===== config.mk =====
export PLATFORM = sky130hd
export DESIGN_NAME = sts_store_gen
export DESIGN_NICKNAME = d
export VERILOG_FILES = /design/src/rtl/sts_pkg.sv /design/src/rtl/sts_decode.sv /design/src/rtl/sts_agu.sv /design/src/rtl/sts_lanes.sv /design/src/rtl/sts_store_gen.sv
export SDC_FILE = /design/constraint.sdc
export NUM_CORES = 1
export LEC_CHECK = 0
export ABC_AREA = 1
export BUFFER_PORTS_ARGS = -buffer_cell sky130_fd_sc_hd__buf_2
export CAP_MARGIN = 5
export CORE_MARGIN = 1
export CORE_UTILIZATION = 50
export CTS_BUF_LIST = sky130_fd_sc_hd__clkbuf_8 sky130_fd_sc_hd__clkbuf_16
export DETAILED_ROUTE_END_ITERATION = 8
export PLACE_DENSITY = 0.84
export SKIP_LAST_GASP = 1
export SYNTH_ARGS = -nofsm -noshare
export SYNTH_HDL_FRONTEND = slang
export SYNTH_SLANG_ARGS = --single-unit
export TNS_END_PERCENT = 20

===== constraint.sdc =====
create_clock -name clk -period 8.1 [get_ports clk]
set_input_delay 0.81 -clock clk [delete_from_list [all_inputs] [get_ports clk]]
set_output_delay 0.81 -clock clk [all_outputs]
set_load 0.05 [all_outputs]

===== src/rtl/sts_pkg.sv =====
package sts_pkg;
    localparam int XLEN  = 32;
    localparam int LANES = XLEN / 8;
    localparam int AB    = $clog2(LANES);
    localparam int SPC_COUNT = 6;

    typedef enum logic [1:0] {
        SZ_BYTE = 2'd0,
        SZ_HALF = 2'd1,
        SZ_WORD = 2'd2
    } size_e;

    typedef enum logic [2:0] {
        M_IND, M_IDX, M_FRAME, M_STK, M_PUSH
    } mode_e;

    typedef enum logic [1:0] {
        SRC_RI, SRC_SPC, SRC_PSW
    } src_e;

    typedef struct packed {
        logic       legal;
        mode_e      mode;
        size_e      size;
        src_e       src;
        logic [7:0] off;
    } dec_t;

    function automatic logic [XLEN-1:0] scale_off(mode_e m, size_e s, logic [7:0] f);
        logic [XLEN-1:0] ext;
        if (m == M_STK) begin
            ext = {{(XLEN-4){1'b0}}, f[3:0]};
            return ext << 2;
        end
        ext = {{(XLEN-8){f[7]}}, f};
        case (s)
            SZ_WORD: return ext << 2;
            SZ_HALF: return ext << 1;
            default: return ext;
        endcase
    endfunction
endpackage


===== src/rtl/sts_decode.sv =====
module sts_decode
    import sts_pkg::*;
(
    input  logic [15:0] instr,
    output dec_t        dec
);
    logic [7:0] op;
    logic [3:0] sub;
    logic [3:0] rsel;

    assign op   = instr[15:8];
    assign sub  = instr[7:4];
    assign rsel = instr[3:0];

    always_comb begin
        dec       = '0;
        dec.mode  = M_IND;
        dec.size  = SZ_WORD;
        dec.src   = SRC_RI;
        dec.off   = {4'b0, sub};
        case (op[7:4])
            4'h1: begin
                dec.legal = 1'b1;
                case (op[3:0])
                    4'h0: begin dec.mode = M_IDX; dec.size = SZ_WORD; end
                    4'h1: begin dec.mode = M_IDX; dec.size = SZ_HALF; end
                    4'h2: begin dec.mode = M_IDX; dec.size = SZ_BYTE; end
                    4'h3: begin dec.mode = M_STK; dec.size = SZ_WORD; end
                    4'h4: begin dec.mode = M_IND; dec.size = SZ_WORD; end
                    4'h5: begin dec.mode = M_IND; dec.size = SZ_HALF; end
                    4'h6: begin dec.mode = M_IND; dec.size = SZ_BYTE; end
                    4'h7: begin
                        dec.mode = M_PUSH;
                        dec.size = SZ_WORD;
                        case (sub)
                            4'h0: dec.src = SRC_RI;
                            4'h8: begin
                                dec.src   = SRC_SPC;
                                dec.legal = (int'(rsel) < SPC_COUNT);
                            end
                            4'h9: dec.src = SRC_PSW;
                            default: dec.legal = 1'b0;
                        endcase
                    end
                    default: dec.legal = 1'b0;
                endcase
            end
            4'h3: begin dec.legal = 1'b1; dec.mode = M_FRAME; dec.size = SZ_WORD; dec.off = instr[11:4]; end
            4'h5: begin dec.legal = 1'b1; dec.mode = M_FRAME; dec.size = SZ_HALF; dec.off = instr[11:4]; end
            4'h7: begin dec.legal = 1'b1; dec.mode = M_FRAME; dec.size = SZ_BYTE; dec.off = instr[11:4]; end
            default: dec.legal = 1'b0;
        endcase
    end
endmodule


===== src/rtl/sts_agu.sv =====
module sts_agu
    import sts_pkg::*;
(
    input  dec_t            dec,
    input  logic [XLEN-1:0] ri_val,
    input  logic [XLEN-1:0] rj_val,
    input  logic [XLEN-1:0] r13_val,
    input  logic [XLEN-1:0] r14_val,
    input  logic [XLEN-1:0] r15_val,
    input  logic [XLEN-1:0] spc_val,
    input  logic [XLEN-1:0] psw_val,
    output logic [XLEN-1:0] addr,
    output logic [XLEN-1:0] data,
    output logic [XLEN-1:0] sp_next
);
    localparam logic [XLEN-1:0] PUSH_STEP = XLEN'(LANES);

    logic [XLEN-1:0] base;
    logic [XLEN-1:0] disp;

    assign sp_next = r15_val - PUSH_STEP;

    always_comb begin
        base = rj_val;
        disp = '0;
        case (dec.mode)
            M_IND:   base = rj_val;
            M_IDX:   begin base = r13_val; disp = rj_val; end
            M_FRAME: begin base = r14_val; disp = scale_off(dec.mode, dec.size, dec.off); end
            M_STK:   begin base = r15_val; disp = scale_off(dec.mode, dec.size, dec.off); end
            M_PUSH:  base = sp_next;
            default: base = rj_val;
        endcase
        addr = base + disp;
    end

    always_comb begin
        case (dec.src)
            SRC_SPC: data = spc_val;
            SRC_PSW: data = psw_val;
            default: data = ri_val;
        endcase
    end
endmodule


===== src/rtl/sts_lanes.sv =====
module sts_lanes
    import sts_pkg::*;
(
    input  size_e           size,
    input  logic [AB-1:0]   alow,
    input  logic [XLEN-1:0] data,
    output logic [LANES-1:0] be,
    output logic [XLEN-1:0] wdata
);
    for (genvar g = 0; g < LANES; g++) begin : g_lane
        localparam logic [AB-1:0] LIDX = AB'(g);
        always_comb begin
            case (size)
                SZ_BYTE: begin
                    be[LANES-1-g] = (alow == LIDX);
                    wdata[XLEN-1-8*g -: 8] = data[7:0];
                end
                SZ_HALF: begin
                    be[LANES-1-g] = (alow[AB-1:1] == LIDX[AB-1:1]);
                    wdata[XLEN-1-8*g -: 8] = LIDX[0] ? data[7:0] : data[15:8];
                end
                default: begin
                    be[LANES-1-g] = 1'b1;
                    wdata[XLEN-1-8*g -: 8] = data[XLEN-1-8*g -: 8];
                end
            endcase
        end
    end
endmodule


===== src/rtl/sts_store_gen.sv =====
module sts_store_gen
    import sts_pkg::*;
(
    input  logic        clk,
    input  logic        rst,
    input  logic        issue,
    input  logic [15:0] instr,
    input  logic [31:0] ri_val,
    input  logic [31:0] rj_val,
    input  logic [31:0] r13_val,
    input  logic [31:0] r14_val,
    input  logic [31:0] r15_val,
    input  logic [31:0] spc_val,
    input  logic [31:0] psw_val,
    output logic        req_valid,
    output logic [31:0] req_addr,
    output logic [31:0] req_wdata,
    output logic [1:0]  req_size,
    output logic [3:0]  req_be,
    output logic        sp_wr_valid,
    output logic [31:0] sp_wr_data,
    output logic        illegal
);
    dec_t            dec;
    logic [XLEN-1:0] addr_c, data_c, sp_c, wdata_c;
    logic [LANES-1:0] be_c;

    sts_decode u_dec (.instr(instr), .dec(dec));

    sts_agu u_agu (
        .dec(dec), .ri_val(ri_val), .rj_val(rj_val), .r13_val(r13_val),
        .r14_val(r14_val), .r15_val(r15_val), .spc_val(spc_val),
        .psw_val(psw_val), .addr(addr_c), .data(data_c), .sp_next(sp_c)
    );

    sts_lanes u_lanes (
        .size(dec.size), .alow(addr_c[AB-1:0]), .data(data_c),
        .be(be_c), .wdata(wdata_c)
    );

    always_ff @(posedge clk) begin
        if (rst) begin
            req_valid   <= 1'b0;
            sp_wr_valid <= 1'b0;
            illegal     <= 1'b0;
            req_addr    <= '0;
            req_wdata   <= '0;
            req_size    <= '0;
            req_be      <= '0;
            sp_wr_data  <= '0;
        end else begin
            req_valid   <= issue && dec.legal;
            sp_wr_valid <= issue && dec.legal && (dec.mode == M_PUSH);
            illegal     <= issue && !dec.legal;
            if (issue && dec.legal) begin
                req_addr   <= addr_c;
                req_wdata  <= wdata_c;
                req_size   <= dec.size;
                req_be     <= be_c;
                sp_wr_data <= sp_c;
            end
        end
    end
endmodule


# Yosys cells after proc, flatten, opt, wreduce, memory -nomap -nowiden
# Cells that the tools add are included.
# totals
ff_bits,105
input_bits,243
out_inout_bits,105
elab_cells,73
# op_classes
n_addsub,2
order_cmp,1
n_eq_ne,24
mux,25
bitwise_logic,1
n_reduce_logical,12
# ops
operator,n
32-bit one-hot mux with 4 select lines,1
32-bit one-hot mux with 3 select lines,1
32-bit 2-to-1 mux,2
32-bit one-hot mux with 2 select lines,1
5-bit one-hot mux with 7 select lines,1
32-bit adder,1
32-bit by 3-bit subtractor with 32-bit output (second input constant),1
4-bit by 3-bit equality test with 1-bit output (second input constant),6
8-bit 2-to-1 mux,3
5-bit one-hot mux with 4 select lines,1
9-bit one-hot mux with 2 select lines,1
8-bit one-hot mux with 2 select lines,1
1-bit one-hot mux with 2 select lines,7
4-bit by 2-bit equality test with 1-bit output (second input constant),3
2-bit equality test (second input constant),4
4-bit by 1-bit equality test with 1-bit output (second input constant),2
4-bit equality test (second input constant),2
4-bit logical NOT,2
7-bit OR reduction,1
2-bit by 1-bit equality test with 1-bit output (second input constant),3
3-bit by 2-bit equality test with 1-bit output (second input constant),2
2-bit logical NOT,2
4-bit by 3-bit less-than comparator with 1-bit output (second input constant),1
2-bit 2-to-1 mux,2
other kinds (9),14

# Depth between registers and ports, before layout
# Gate-level depths: netlist of run 1.
# logic_depth
ltp_word,11
ltp_mapped,25
mapped_depth_nobuf,25

# Modules after synthesis
# Synthesis of run 1 repeated with hierarchy kept, for this count alone.
# unflattened
hier_cells,1763
hier_area_um2,10085.9
# modules_own_cells
module,n_inst,cells_each,area_per_inst_um2,seq_area_each_um2
sts_agu,1,954,5051.1,0.0
sts_store_gen,1,657,4227.8,2102.0
sts_lanes,1,98,559.3,0.0
sts_decode,1,54,247.7,0.0

# Worst setup path before layout of run 1
# Ideal clock, no wire load.
# synth_path
path_type,input-to-reg
from,input instr[11]
to,register req_addr[19]
setup_ns,0.056
arrival_time_ns,3.760
required_ns,8.044
slack_ns,4.285
cell_stages,22
path_buffers,1
path_cell_list,inv_1 > nand2_1 > nor2_1 > o21ai_0 > inv_1 > ha_1 > inv_1 > clkbuf_1 > o22ai_1 > o21ai_0 > nand2_1 > ha_1 > a21oi_1 > nand2_1 > nand3_1 > nand2_1 > a21oi_1 > o21bai_1 > or2_2 > nand3_1 > nand2_1 > inv_1
# synth_rtl
item,line,source
"start, declared",sts_store_gen.sv:7,"input logic [15:0] instr,"
"end signal, assigned",sts_store_gen.sv:56,req_addr <= addr_c;
"end, declared",sts_store_gen.sv:16,"output logic [31:0] req_addr,"

# Final worst setup path of run 1
# layout_path
from,input instr[15]
to,register req_addr[18]
# layout_via
elab_chain_cells,7
word_cells_on_any_way,21
cone_classes,add/sub: 1; eq/ne: 10; mux: 8; reduce/logical: 2
# layout_lines
item,line,source
4-bit by 3-bit equality test with 1-bit output (tied with other cells),sts_decode.sv:21,case (op[7:4])
5-bit one-hot mux with 4 select lines / 3-bit OR reduction (equally long branches),n/a,
2-bit by 1-bit equality test with 1-bit output (tied with other cells),sts_pkg.sv:36,case (s)
9-bit one-hot mux with 2 select lines,sts_pkg.sv:36,
32-bit 2-to-1 mux,sts_pkg.sv:35,"ext = {{(XLEN-8){f[7]}}, f};"
32-bit one-hot mux with 3 select lines,sts_agu.sv:26,case (dec.mode)
32-bit adder,sts_agu.sv:34,addr = base + disp;
# Several ways; a longest one is shown, not always the timed one. The select of a mux whose other input is x is not followed.
# A chain may end at the register's enable or synchronous reset.

==> results.txt, run 1 <==
- Capturing point of the worst reg2reg path: req_addr[11]
- The worst register-to-register path begins at req_addr[11].
- For hold timing, the worst endpoint is sp_wr_data[25].
* Crit share post-route: 64.76%
- The initial antenna violation count is 6.
- After detailed routing, the total wire length is 37.41 mm.
- Number of vias after detailed routing: 11,470
- Post-route core utilization: 64.45%
* Initial DRC Count: 1,186
- Critical path depth: 26
- By area, the combinational part of the netlist is dominated by simple AND/OR/NAND/NOR gates.
- DIE AREA: 18,020 um^2
* Standard-cell rows: 47
- Net switching fraction of the power: 38.74%
* Post-CTS resize count: 0
* Portion of the post-synthesis area used by sequential elements: 24.05%
- Ranking of synthesized cells by area: dfxtp_1, nand2_1, o21ai_0
- Kind of critical path: in -> reg
- For this design the total switching power over the nets is 0.6086 mW.
* Net count of the mapped netlist: 1,726
* Number of slew-limit violations in the final report: 0
- Delay of the slowest critical-path stage: 0.56 ns
- TritonCTS built the clock tree.
- Synth Area in Compound Gates: 26.85%
- The tree is rooted in a clkbuf_16.
* Crit path launch type: input pin
* Flop2flop setup slack: 7.33 ns
- Total DRC errors in the routed layout: 0
- Final critical path time including I/O delays and setup: 5.246 ns
- Post-synthesis async set-or-reset flop share: 0%
- In this run the worst path has a maximum fanout of 38.
* Largest vdd supply drop: 108.3 uV
- Of the total synthesized cell area, the portion taken by AND, OR, NAND and NOR gates is 29.22%.
* Clock buffer count from CTS: 9
- By instance count, the leading cell after synthesis is nand2_1.
- Timing would allow up to 190.6 MHz.
- The clock network accounts for 30.5% of the total power.
- After clock tree synthesis, the clock-pin slew on the worst setup and hold paths is 0.08 ns.
- Int Pwr: 0.9626 mW
* Final sum of negative setup slack: 0 ns
* Min-delay worst type: reg -> reg
* RSZ-0062 raised after global routing: no
- Synth area leader: dfxtp_1
- After synthesis, the most frequently instantiated cells are nand2_1, nor2_1, o21ai_0, inv_1, a21oi_1.
* Design area: 10,840 um^2
* Top cell family by delay on the critical path: buffers and inverters
* Via count of the first global-routing pass: 10,750
- Dividing the detail-routed via count by the number of cells gives 5.821.
* Clock sink count: 105
- Min-Delay Path Depth: 2
* Final number of setup-violating endpoints: 0
- Tracing the worst setup path back leads to its startpoint at instr[15].
- Cells after DPL: 1,948
- In this run the most critical hold path is launched from sp_wr_data[25].
* Cell repeated most along the worst path: nand2_1
- Multiplexer share of the synthesized area: 0%
* First-pass detailed-route iteration total: 6
- Port buffer count: 346
- Area inside the core boundary: 16,820 um^2
- Hold-fix buffers, CTS: 0
- In this run the power density over the cells is 145.0 nW/um^2.
- Flop pwr share: 35.5%
* Routed length per instance: 18.98 um
* Yosys warns: 0
- For this run, the leading register cell type out of synthesis is dfxtp_1.
- Summing all placed instances gives a cell area of 10,510 um^2.
* Fraction of the mapped netlist area in adder cells: 5.525%
- Number of ports placed on the die boundary: 348
- Summing the areas of all xor and xnor instances in the mapped netlist gives 4.008% of the synthesized area.
* Flip-flop and latch count after synthesis: 105
* Layout-stage area growth over the synthesis result: 24.00%
- The H-tree was split into 3 levels.
* Max_cap viols: 0
* Data required time at the worst endpoint: 8.36 ns
- No sink is reached through more buffers than the 2 on the longest clock path.
- Total grt overflow: 0
- Detailed placement ended at an HPWL of 28.81 mm.
- Number of post-CTS setup repair buffers: 0
- Counting flops with a built-in enable in the synthesized netlist gives 0.
- Synthesis produced 1,445 cells.
* Insertion delay of the later-clocked pin in the worst-skew pair: 0.36 ns
- After synthesis the cells add up to 8741 um^2.
- Largest net degree at the start of global routing: 101
- For this run, the number of standard cells in the final layout without fillers is 1,971.
- The run finished with clean final reports.
- Crit-path slowest cell: inv_1
- Register-to-Register Path Depth: 2
* Placer Congestion: 0.9959
- Fraction of layout cells with a size suffix above 1: 22.19%
- Static leakage power: 5.571 nW
* Net count of the finished layout: 2,020
* Width of the chip: 134.2 um
- Data arrival at the endpoint of the critical path: 5.51 ns
- STA classifies the critical path endpoint as a register.
- The number of buffers and inverters on the critical path is 7.
* Max_slew headroom: 24.86%
* Die Y-Extent: 134.2 um
- In this run, distinct cell masters in the synthesized netlist total 43.
- On the final layout, the worst hold slack is 0.4641 ns.
- Global-route wire length before repair: 55.87 mm
* Antenna-violating nets left: 0
* Hold Fails Final Rpt: 0
- Portion of total power attributed to combinational logic: 33.9%
* Overall routing resource usage: 40.45%
- Syn Area/Cell: 6.049 um^2
- For the pin with the worst max-slew slack, the measured transition is 1.126 ns.
* Final setup skew: 0 ns
* Synth top area share: 24.05%
- Starting utilization of the core area: 51.97%
==> final cells by class <==
class | count | area [um^2]
Antenna cell | 7 | 17.52
Clock buffer | 10 | 239.0
Clock inverter | 6 | 71.32
Fill cell | 1666 | 5979
Inverter | 160 | 600.6
Multi-Input combinational cell | 1109 | 5742
Sequential cell | 105 | 2102
Tap cell | 220 | 275.3
Timing Repair Buffer | 354 | 1792
==> how the worst max path moves through the flow <==
| stage | slack, ns | end |
|---|---|---|
| 2_1_floorplan | 4.28 | req_addr[19] |
| 3_3_place_gp | 2.70 | req_addr[18] |
| 3_5_place_dp | 2.67 | req_addr[18] |
| 4_1_cts | 3.03 | req_addr[18] |
| 5_1_grt | 2.59 | req_addr[18] |
| 6_report | 2.85 | req_addr[18] |
==> worst min-delay path, delay by kind of cell (launching register included) <==
| family | cells | cell delay [ns] |
|---|---|---|
| AND/OR/NAND/NOR | 1 | 0.06 |
| flip-flops | 1 | 0.31 |
| AO/OA/AOI/OAI | 1 | 0.05 |
==> cell families (layout without fill, tap and decap cells) <==
group	after synthesis	in the layout
AOI/OAI and AO/OA	401	401
xor gates and xnor gates	40	40
adders and majority gates	38	38
buffers and inverters	231	530
DFF	105	105
other	0	7
and+or+nand+nor	630	630
==> metrics by stage <==
stage / total power [mW] / worst slack, ns
after floorplan: 0.9107 / 4.285
after global routing: 1.637 / 2.587
final: 1.571 / 2.854
after detailed placement: 1.090 / 2.668
after global placement: 1.084 / 2.698
after CTS: 1.565 / 3.030
==> registers in the layout (all words and copies together) (netlist names) <==
signal,flops
req_addr,32
req_be,4
req_wdata,32
req_valid,1
sp_wr_data,32
req_size,2
illegal,1
sp_wr_valid,1
==> power groups by stage <==
stage               Sequential, mW  Combinational (mW)  Clock, mW
finish                       0.558               0.533      0.480
global route                 0.561               0.575      0.501
CTS                          0.558               0.523      0.483
detailed placement           0.569               0.520          0
global placement             0.568               0.516          0
floorplan                    0.664               0.247          0
==> layout by cell type (no fill, tap or decap), drive strengths merged, types with 2 or more instances in the layout <==
cell type / instances
nor3: 17
o21bai: 10
nand4: 13
buf: 354
o21ai: 162
a21boi: 3
o221ai: 2
dfxtp: 105
a221oi: 20
a21o: 5
inv: 162
nor4: 3
o22ai: 7
ha: 37
xor2: 26
a22oi: 19
clkinv: 2
nand3: 66
o2111ai: 11
a21oi: 123
o211ai: 7
or2: 3
nand2: 334
a221o: 6
clkbuf: 10
a211oi: 2
a22o: 6
diode: 7
xnor2: 14
a31oi: 16
nor2: 194
==> metal layers <==
| metal | global-route usage (%) | vias up | share of wire, % |
|---|---|---|---|
| li1 | - | 5441 | - |
| met1 | 46.45 | 5212 | 37 |
| met2 | 70.24 | 681 | 48 |
| met3 | 6.311 | 139 | 8.4 |
| met4 | 25.22 | 0 | 6.3 |
| met5 | 0 | - | 0 |
Note: power is estimated with default switching activity, not from simulation.
==> run 2: changes to the inputs <==
- clock period: 8.1 -> 5.35 ns (I/O delays scaled with it)
==> run 2 against run 1 <==
Combinational power is 52% higher. Power is 49% higher. Clock power is 42% higher. Highest routed layer is now met5. Clock skew stayed put.
==> results.txt, run 2 (synthesis results as in run 1) <==
- The wire length of the first global-routing pass came to 55.81 mm (was 55.87 mm).
- Kind of end point of the critical path: register (unchanged)
- Final sum of negative setup slack: 0 ns (unchanged)
* Clock buffer count from CTS: 9 (unchanged)
* Net switching fraction of the power: 39.91% (was 38.74%)
- Commonest non-fill, non-tap cells in the layout: buf_2, nand2_1, nor2_1 (unchanged).
- Clock sink count: 105 (unchanged)
- The transition at the pin with the smallest max-transition slack came to 1.147 ns (was 1.126 ns).
- The pin count of the biggest net entering global routing was 71 (was 101).
* Leading cell type in the layout, fill and taps excluded: buf_2 (unchanged)
- Biggest regs: req_addr: 32 flops, req_wdata: 32 flops, sp_wr_data: 32 flops (unchanged).
- The clock tree skew after final layout came to 0 ns (unchanged).
* Crit share post-route: 79.28%
- The quantity of gates resized following cts was 0 (unchanged).
* Port buffer count: 346 (unchanged)
* Total grt overflow: 0 (unchanged)
- Routed length per instance: 18.70 um (was 18.98 um)
- Via count of the first global-routing pass: 10,650 (was 10,750)
- The design internal power came to 1.402 mW (was 0.9626 mW).
- The first-pass iteration count of the detailed router is 5 (was 6).
* Largest vdd supply drop: 156.0 uV (was 108.3 uV)
- Number of slew-limit violations in the final report: 0 (unchanged)
- Max_cap viols: 0 (unchanged)
* Fraction of layout cells with a size suffix above 1: 22.68% (was 22.19%)
- For the finished layout, the period the worst path requires is 4.242 ns.
- Net switching power figure: 0.9315 mW (was 0.6086 mW)
- Post-detailed-placement half-perimeter wirelength: 28.93 mm (was 28.81 mm)
* Setup ws final: 1.108 ns (was 2.854 ns)
* Static leakage power: 5.615 nW (was 5.571 nW)
- The number of core rows was 47 (unchanged).
- The clock tree from TritonCTS was built (unchanged).
- Detailed-route vias per instance: 5.709 (was 5.821)
- Highest clock rate: 235.8 MHz
* Hold Fails Final Rpt: 0 (unchanged)
* Data arrival at the endpoint of the critical path: 4.55 ns (was 5.51 ns)
* Cells after DPL: 1,959 (was 1,948)
- Start point of the worst min-delay path: r15_val[2] (was sp_wr_data[25])
- The setup slack of the most critical reg-to-reg path came to 4.62 ns (was 7.33 ns).
* Net count of the finished layout: 2,031 (was 2,020)
* Max_slew headroom: 23.55% (was 24.86%)
- Design area: 10,900 um^2 (was 10,840 um^2)
- Number of buffer and inverter stages on the critical path: 6 (was 7)
* Buffer type at the clock tree root: clkbuf_16 (unchanged)
- The startpoint of the worst-slack reg-to-reg timing path is req_addr[29] (was req_addr[11]).
* DIE AREA: 18,020 um^2 (unchanged)
- Crit-path slowest cell: inv_1 (unchanged)
- The DRC violation count after routing came to 0 (unchanged).
* Number of vias after detailed routing: 11,330 (was 11,470)
* Maximum root-to-sink buffer count: 2 (unchanged)
* Number of post-CTS setup repair buffers: 0 (unchanged)
* Worst-path fanout max: 14 (was 38)
- Cell Pwr Density: 214.0 nW/um^2 (was 145.0 nW/um^2)
* Endpoint of the worst hold-timing path: sp_wr_data[2] (was sp_wr_data[25])
* Initial DRC Count: 1,048 (was 1,186)
- The die boundary height came to 134.2 um (unchanged).
- Number of fill cells in the layout: 1,695 (was 1,666)
- Portion of total power attributed to combinational logic: 34.6% (was 33.9%)
- The starting density of the core came to 51.97% (unchanged).
* Delay of the slowest critical-path stage: 0.44 ns (was 0.56 ns)
* Register-to-Register Path Depth: 4 (was 2)
- Min-Delay Path Depth: 2 (unchanged)
* Antenna-violating nets left: 0 (unchanged)
* Worst-path clk slew: 0.08 ns (about the same)
* Post-route core utilization: 64.83% (was 64.45%)
* Worst hold slack after final layout: 0.3849 ns (was 0.4641 ns)
- Overall routing resource usage: 40.29% (was 40.45%)
* Layout-stage area growth over the synthesis result: 24.74% (was 24.00%)
* CTS H-tree lvls: 3 (unchanged)
- Outcome: finished clean (unchanged).
* Capturing point of the worst reg2reg path: req_addr[29] (was req_addr[11])
- Number of ports placed on the die boundary: 348 (unchanged)
* Cell breakdown of the critical path: buf_2 > inv_1 > nand2_1 > nor2_1 > o21ai_0 > inv_1 > ha_1 > inv_1 > o22ai_1 > o21ai_0 > nand2_1 > ha_1 > nand2_1 > inv_1 > a21oi_1 > nand2_1 > a21oi_1 > o21bai_1 > or2_2 > nand3_1 > nand2_1 > inv_1
- The total core area is 16,820 um^2 (unchanged).
- The kind of start point of the critical path was an input pin (unchanged).
- Worst slack at placement: 0.9235 ns (was 2.668 ns)
* Min-delay worst type: in -> reg (was reg -> reg)
- The power share of the clock group is 29.2% (was 30.5%).
* Hold-fix buffers, CTS: 0 (unchanged)
* Kind of critical path: in -> reg (unchanged)
- Overall power of the completed layout: 2.334 mW (was 1.571 mW)
* Total detailed-routing wirelength: 37.11 mm (was 37.41 mm)
* Final number of setup-violating endpoints: 0 (unchanged)
- Placer Congestion: 0.9900 (was 0.9959)
- Data required time at the worst endpoint: 5.66 ns (was 8.36 ns)
- The power share of the sequential group was 36.2% (was 35.5%).
* Initial antenna violation count: 11 (was 6)
- Final cell count without fillers: 1,984 (was 1,971)
- The cell family contributing the most delay on the critical path is compound AO/OA/AOI/OAI gates (was buffers and inverters).
* Width of the chip: 134.2 um (unchanged)
- The clock latency on the worst-skew pair came to 0.36 ns (about the same).
- RSZ-0062 raised after global routing: no (unchanged).
- The area after detailed placement came to 10,590 um^2 (was 10,510 um^2).
run 2: cell count changes in the layout (fill, tap and decap cells not counted), sizes merged:
cell | previous run | this run
diode | 7 | 9
clkbuf | 10 | 9
clkinv | 2 | 4
buf | 354 | 365
bufinv | 1 | 0
run 2: metal layers:
layer / share of wire, % / wire length (um) / up-vias / global-route usage, %
met5: 0.054 / 20 / - / 0
met4: 6.0 / 2208 / 4 / 22.91
met3: 8.5 / 3136 / 138 / 6.992
met2: 47 / 17560 / 639 / 69.72
met1: 38 / 14180 / 5077 / 46.83
li1: - / - / 5468 / -
run 2: worst register-to-register path, delay by kind of cell (launching register included):
| family | cells | cell delay (ns) |
|---|---|---|
| buf+inv | 1 | 0.06 |
| compound gates | 1 | 0.08 |
| simple gates | 2 | 0.16 |
| flops | 1 | 0.39 |
run 2: area by class of cell:
class / count / area (um^2) / share of cell area (%)
inverter: 160 / 600.6 / 5.508
timing repair buffer: 365 / 1874 / 17.19
multi-input combinational: 1109 / 5742 / 52.66
clock buffer: 9 / 225.2 / 2.066
clock inverter: 7 / 61.31 / 0.5623
tap: 220 / 275.3 / 2.525
antenna: 9 / 22.52 / 0.2066
sequential: 105 / 2102 / 19.28
run 2: power by group through the flow:
stage,logic (mW),registers (mW),clock network [mW]
finish,0.808,0.845,0.682
detailed placement,0.790,0.861,0
global route,0.874,0.848,0.709
CTS,0.794,0.844,0.689
floorplan,0.373,1.01,0
global placement,0.785,0.860,0
run 2: how the worst max path moves through the flow:
stage / startpoint / to / cells after the start
floorplan: instr[11] / req_addr[19] / 22
global placement: instr[11] / req_addr[21] / 22
detailed placement: instr[11] / req_addr[21] / 22
CTS: instr[11] / req_addr[19] / 22
global route: instr[11] / req_addr[21] / 22
finish: instr[11] / req_addr[19] / 22
